### config.mk
export PLATFORM = sky130hd
export DESIGN_NAME = bus_stuck_timeout
export DESIGN_NICKNAME = d
export VERILOG_FILES = /design/src/rtl/bto_pkg.sv /design/src/rtl/bto_prescale.sv /design/src/rtl/bto_watch.sv /design/src/rtl/bus_stuck_timeout.sv
export SDC_FILE = /design/constraint.sdc
export NUM_CORES = 1
export LEC_CHECK = 0
export ABC_CLOCK_PERIOD_IN_PS = 3300
export BUFFER_PORTS_ARGS = -buffer_cell sky130_fd_sc_hd__buf_2
export CAP_MARGIN = 10
export CORE_MARGIN = 3
export CORE_UTILIZATION = 37
export CTS_CLUSTER_DIAMETER = 150
export DETAILED_ROUTE_END_ITERATION = 10
export MAX_ROUTING_LAYER = met4
export PLACE_DENSITY = 0.62
export SLEW_MARGIN = 20
export SYNTH_ARGS = -nofsm -noshare
export SYNTH_HDL_FRONTEND = slang
export SYNTH_SLANG_ARGS = --single-unit
### constraint.sdc
create_clock -name clk_i -period 3.3 [get_ports clk_i]
set_clock_uncertainty 0.15 [all_clocks]
set_input_delay 0 -clock clk_i [delete_from_list [all_inputs] [get_ports clk_i]]
set_output_delay 0 -clock clk_i [all_outputs]
set_load 0.03 [all_outputs]
### src/rtl/bto_pkg.sv
package bto_pkg;
  localparam int unsigned NUM_LINES  = 2;
  localparam int unsigned CFG_W      = 8;
  localparam int unsigned LINE_SCL   = 0;
  localparam int unsigned LINE_SDA   = 1;
  localparam int unsigned EN_BIT_SCL = 7;
  localparam int unsigned EN_BIT_SDA = 6;
endpackage

### src/rtl/bto_prescale.sv
module bto_prescale #(
  parameter int unsigned DIV = 250000
) (
  input  logic clk_i,
  input  logic rst_ni,
  input  logic clr_i,
  input  logic run_i,
  output logic tick_o
);
  localparam int unsigned W = (DIV > 1) ? $clog2(DIV) : 1;

  logic [W-1:0] cnt_q;
  logic         wrap;

  assign wrap   = (cnt_q == W'(DIV - 1));
  assign tick_o = run_i && !clr_i && wrap;

  always_ff @(posedge clk_i or negedge rst_ni) begin
    if (!rst_ni)    cnt_q <= '0;
    else if (clr_i) cnt_q <= '0;
    else if (run_i) cnt_q <= wrap ? '0 : cnt_q + 1'b1;
  end
endmodule

### src/rtl/bto_watch.sv
module bto_watch #(
  parameter int unsigned DIV   = 250000,
  parameter int unsigned TICKS = 25
) (
  input  logic clk_i,
  input  logic rst_ni,
  input  logic en_i,
  input  logic busy_i,
  input  logic line_i,
  output logic hit_o
);
  localparam int unsigned TW = $clog2(TICKS + 1);

  logic          run, clr, tick, expire;
  logic [TW-1:0] tcnt_q;
  logic          fired_q, hit_q;

  // count only while armed, in a transaction and held low
  assign run = en_i && busy_i && !line_i;
  assign clr = !run;

  bto_prescale #(.DIV(DIV)) u_pre (
    .clk_i (clk_i),
    .rst_ni(rst_ni),
    .clr_i (clr),
    .run_i (run),
    .tick_o(tick)
  );

  assign expire = tick && !fired_q && (tcnt_q == TW'(TICKS - 1));

  always_ff @(posedge clk_i or negedge rst_ni) begin
    if (!rst_ni) begin
      tcnt_q  <= '0;
      fired_q <= 1'b0;
      hit_q   <= 1'b0;
    end else begin
      hit_q <= expire;
      if (clr) begin
        tcnt_q  <= '0;
        fired_q <= 1'b0;
      end else if (expire) begin
        tcnt_q  <= '0;
        fired_q <= 1'b1;  // hold off until the line is released
      end else if (tick && !fired_q) begin
        tcnt_q <= tcnt_q + 1'b1;
      end
    end
  end

  assign hit_o = hit_q;
endmodule

### src/rtl/bus_stuck_timeout.sv
module bus_stuck_timeout
  import bto_pkg::*;
#(
  parameter int unsigned TICK_DIV      = 250000,
  parameter int unsigned TIMEOUT_TICKS = 25
) (
  input  logic             clk_i,
  input  logic             rst_ni,
  input  logic             busy_i,
  input  logic             scl_i,
  input  logic             sda_i,
  input  logic [CFG_W-1:0] cfg_i,
  output logic             abort_o
);
  logic [NUM_LINES-1:0] lines, ens, hits;
  logic                 hit_scl, hit_sda;
  logic                 unused_cfg;

  assign lines[LINE_SCL] = scl_i;
  assign lines[LINE_SDA] = sda_i;
  assign ens[LINE_SCL]   = cfg_i[EN_BIT_SCL];
  assign ens[LINE_SDA]   = cfg_i[EN_BIT_SDA];
  assign unused_cfg      = ^cfg_i[5:0];

  for (genvar i = 0; i < NUM_LINES; i++) begin : g_line
    bto_watch #(.DIV(TICK_DIV), .TICKS(TIMEOUT_TICKS)) u_watch (
      .clk_i (clk_i),
      .rst_ni(rst_ni),
      .en_i  (ens[i]),
      .busy_i(busy_i),
      .line_i(lines[i]),
      .hit_o (hits[i])
    );
  end

  assign hit_scl = hits[LINE_SCL];
  assign hit_sda = hits[LINE_SDA];
  assign abort_o = |hits;
endmodule

## Word-level counts from Yosys, hierarchy flattened

Index checks and enable logic that the tools add are counted.
Widths: inputs -> output; s select.

| storage, ports and cells | value |
|---|---|
| flip-flop bits (word level) | 50 |
| input port bits | 13 |
| output and inout port bits | 1 |
| logic and storage cells | 49 |

| operators by class | value |
|---|---|
| $add $sub $neg | 4 |
| equal/unequal tests | 8 |
| mux-type cells | 14 |
| reductions and logical operators | 15 |

Operator list:

| cell | number |
|---|---|
| $mux 18 | 4 |
| $add 18x1->18 const B | 2 |
| $eq 18x18->1 const B | 2 |
| $mux 5 | 6 |
| $add 5x1->5 const B | 2 |
| $eq 5x5->1 const B | 2 |
| $logic_and 1x1->1 | 10 |
| $ne 3x3->1 const B | 2 |
| $logic_not 1->1 | 4 |
| $mux 1 | 4 |
| $ne 2x2->1 const B | 2 |
| $reduce_or 2->1 | 1 |

## Depth between registers and ports, before layout

| logic depth | value |
|---|---|
| depth in word-level cells | 7 |
| mapped depth | 6 |
| mapped depth without buffers | 6 |

## Cells and area by module

Synthesis repeated with hierarchy kept, for this count alone.

| second synthesis, totals | value |
|---|---|
| cells, all modules | 303 |
| area total of the unflattened synthesis | 2786.4 µm² |

Modules (own cells, without submodules):

| module | instances | cells an instance | area each (µm²) | sequential area each (µm²) |
|---|---|---|---|---|
| bto_prescale (g_line[0].u_watch.u_pre) | 1 | 117 | 1047.3 | 450.4 |
| bto_prescale (g_line[1].u_watch.u_pre) | 1 | 117 | 1044.8 | 450.4 |
| bto_watch | 2 | 34 | 344.1 | 175.2 |
| bus_stuck_timeout | 1 | 1 | 6.3 | 0.0 |

## Worst setup path before layout

Ideal clock, no wire load.

| timing | value |
|---|---|
| kind | reg-to-reg |
| from | register g_line[1].u_watch.u_pre.cnt_q[4] |
| to | register g_line[1].u_watch.tcnt_q[2] |
| arrival time | 1.872 ns |
| setup slack | 1.197 ns |
| cell stages (with the launch flop) | 5 |
| path buffers | 0 |
| period minus slack after synthesis | 2.103 ns |
| cells stage by stage | dfrtp_1 or4_4 or4_1 or4_1 a21oi_1 |

| between the ends | value |
|---|---|
| longest elaborated chain between the ends | 6 |
| elaborated cells between the ends (all ways) | 7 |
| classes of those cells | 2 x eq/ne; 2 x mux; 3 x reduce/logical |

Ends and longest elaborated chain:

| item | line | RTL |
|---|---|---|
| start: declaration | bto_prescale.sv:12 | `logic [W-1:0] cnt_q;` |
| start signal: assignment | bto_prescale.sv:21 | `else if (run_i) cnt_q <= wrap ? '0 : cnt_q + 1'b1;` |
| $eq 18x18->1 * | bto_prescale.sv:15 | `assign wrap = (cnt_q == W'(DIV - 1));` |
| $logic_and 1x1->1 * | bto_prescale.sv:16 | `assign tick_o = run_i && !clr_i && wrap;` |
| $logic_and 1x1->1 * | bto_watch.sv:30, bto_watch.sv:45 |  |
| $logic_and 1x1->1 | bto_watch.sv:30 | `assign expire = tick && !fired_q && (tcnt_q == TW'(TICKS - 1));` |
| $mux 5 | bto_watch.sv:42 | `end else if (expire) begin` |
| $mux 5 | bto_watch.sv:39 | `if (clr) begin` |
| end signal: assignment | bto_watch.sv:46 | `tcnt_q <= tcnt_q + 1'b1;` |
| end: declaration | bto_watch.sv:15 | `logic [TW-1:0] tcnt_q;` |

Mark *: on every way between the ends. The rest lies on a longest branch, timed or not.
A chain may end at the register's enable or synchronous reset.

## Worst setup path after layout

| timing | value |
|---|---|
| from | register g_line[1].u_watch.u_pre.cnt_q[0] |
| to | register g_line[1].u_watch.tcnt_q[2] |

The elaborated chain is that of the path after synthesis.

==> reports/qor.csv <==
metric,value,unit
detail-routed via count per cell,5.14,
post-synth design cell area,2620,um2
CTS tree,built,
placed cell count,379,
R2R Path Start,g_line[1].u_watch.u_pre.cnt_q[0],
DRT iter0 DRCs,61,
Slew Limit Fails,0,
setup TNS,0,ns
Boundary Pins,14,
critical-path cell list,ha_1 -> nand4_1 -> or4_1 -> or4_1 -> a21oi_1,
Starting Density,0.384,
most used routing layer,met2,
CP Depth,5,
Rel. slew slack,0.454,
Critical Path Start,g_line[1].u_watch.u_pre.cnt_q[0],
Setup-failing EPs final,0,
power per cell area,371,nW/um2
DRC viols,0,
leading area contributor after synthesis,dfrtp_1,
DR pass1 iterations,4,
Worst setup EP type,register,
met2 GRT Util,0.215,
main area contributors after synthesis,"dfrtp_1 (48%), nor2_1 (6.9%), xnor2_1 (6.7%), nand3_1 (4.6%), nand4_1 (3.6%)",
HPWL Detailed,3520,um
Slew @ Worst Pin,0.818,ns
post-synth net total,297,
r2r worst-path depth,5,
CTS resizes,0,
ratio of cells with drive above 1 in the final layout,0.0788,
initial antenna violation count,0,
drt total wl,5030,um
WP data arrival,2.40,ns
worst hold slack,0.0224,ns
clk slew on worst S/H paths,0.10,ns
met1 usage,0.175,
Clock Path Buffers,2,
grt total ovfl,0,
number of distinct library cells after synthesis,37,
Cells after Synth,278,
Worst path most repeated cell,or4_1,
CTS Root Cell,clkbuf_8,
fmax,0.430,GHz
register area share after synthesis,0.477,
Die Height,90.2,um
Final Hold Vio Count,0,
clock latency on the worst-skew pair,0.31,ns
Worst Path Max Fanout,9,
crit-path max cell delay,0.59,ns
crit share post-route,0.705,
met3 GRT Util,0.0293,
CTS Buf Count,5,
worst hold stages,3,
Crit-path slowest cell,or4_1,
row count,30,
Hold Crit Start,scl_i,
Layout Cells excl Fill,388,
status,completed,
RSZ-0062 raised after global routing,no,
VDD IR max,185,uV
r2r setup slk,0.97,ns
Crit Path Class,register to register,
Seq cells post-synth,50,
GRT Total Usage,0.137,
first-pass GRT wire length,8980,um
Worst Hold Class,primary input to register,
Num Clock Sinks,50,
P&R area growth vs syn,10.6,%
via count,1994,
crit path launch type,register,
Final min period,2.33,ns
WP data required,3.37,ns
max-cap violations,0,
post-synth top area share,0.477,
chip width,90.2,um
full die area,8130,um2
YS warnings,0,
Nets,310,
Static Leak,1.08,nW
syn_area_per_cell,9.43,um2
"delay-heaviest family, CP",simple AND/OR/NAND/NOR gates,
wire per inst,13.0,um
Bufs and invs on worst path,0,
largest net degree at the start of global routing,34,
Fillers,695,
Core ar.,6830,um2
Port Buffers,7,
Post-DRT Antenna Nets,0,
vias in the first global route,1964,
antenna diode count,0,
routability cong.,0.840,
H-tree depth,2,
-- state kept, by name (all words and copies together), names as in the netlist --
register,count
g_line.u_watch.u_pre.cnt_q,36
g_line.u_watch.fired_q,2
g_line.u_watch.tcnt_q,10
g_line.u_watch.hit_o,2
-- power by group --
| group | leakage (nW) | internal [mW] | switching [mW] |
|---|---|---|---|
| sequential | 0.698 | 0.613 | 0.00167 |
| clock | 0.0514 | 0.226 | 0.205 |
| combinational | 0.332 | 0.00715 | 0.0210 |
-- kinds of logic (layout without fill, tap and decap cells) --
logic type / Yosys count / after routing / synth area share
AOI/OAI and AO/OA: 30 / 30 / 0.0726
xor gates and xnor gates: 29 / 29 / 0.0969
adders and majority gates: 6 / 6 / 0.0286
buffers and inverters: 17 / 31 / 0.0248
DFF: 50 / 50 / 0.477
and+or+nand+nor: 146 / 146 / 0.300
-- per-layer routing --
layer,vias to the layer above,share of wire
met1,964,0.50
met5,-,0
met3,6,0.023
met2,13,0.46
li1,1011,-
met4,0,0.015
-- worst min-delay path, cell delays in order --
cell and delay (ns):
buf_2 0.07, nand3b_1 0.31, a21oi_1 0.07
-- layout by cell type (no fill, tap or decap), types with 4 or more instances in the layout --
cell      netlist  layout
o41ai_1         5       5
dfrtp_1        50      50
inv_1          12      12
ha_1            6       6
nor3_1          5       5
nor2b_1         6       6
a21oi_1        14      14
or4_1           5       5
clkbuf_8        0       5
xnor2_1        20      20
nand2_1        10      10
nor2_1         48      48
nand4_1        15      15
nor4_1          9       9
nand3_1        24      24
xor2_1          9       9
a21o_1          4       4
buf_2           1       7
-- stage by stage --
step / total power, mW / util / setup slack, ns / cell area [um2]
finish: 1.07 / 0.424 / 0.972 / 2900
global route: 1.13 / 0.424 / 0.764 / 2900
CTS: 1.10 / 0.424 / 0.954 / 2900
detailed placement: 0.656 / 0.407 / 0.982 / 2780
global placement: 0.656 / 0.407 / 1.01 / 2780
floorplan: 0.635 / - / 1.20 / 2620
-- what timing repair did --
item	CTS	global route
hold endpoints to repair	32	0
buffers inserted	0	0
hold buffers	1	0
-- synth_stat cells (all sizes together) --
master and number:
nand3 24, xor2 9, xnor2 20, ha 6, nor3b 1, o21bai 2
inv 12, nor2 48, nor4b 2, nor3 5, or3b 1, nor2b 6
nor4bb 1, nand2b 1, a31oi 1, or2 3, dfrtp 50, or3 1
o41ai 5, o21ai 2, and3 2, o31ai 2, and3b 1, nand3b 2
and4 3, nand2 10, nor4 9, buf 1, clkbuf 4, nand4b 2
nand4 15, and4b 3, a21o 4, or4 6, a21oi 14
-- layout make-up --
cell class / count / area [um2] / share of cell area
Clock inverter: 2 / 37.5 / 0.0129
Inverter: 12 / 45.0 / 0.0155
Tap cell: 96 / 120 / 0.0414
Clock buffer: 6 / 72.6 / 0.0250
Timing Repair Buffer: 11 / 67.6 / 0.0233
Multi-Input combinational cell: 211 / 1310 / 0.450
Sequential cell: 50 / 1250 / 0.432
-- final timing paths --
check,endpoint
max,g_line[1].u_watch.tcnt_q[2]
min,g_line[0].u_watch.tcnt_q[1]
max reg2reg,g_line[1].u_watch.tcnt_q[2]
min reg2reg,g_line[1].u_watch.u_pre.cnt_q[0]
max in group asynchronous,g_line[0].u_watch.u_pre.cnt_q[16]
min in group asynchronous,g_line[1].u_watch.tcnt_q[0]
Power figures use the tool's default switching activity.
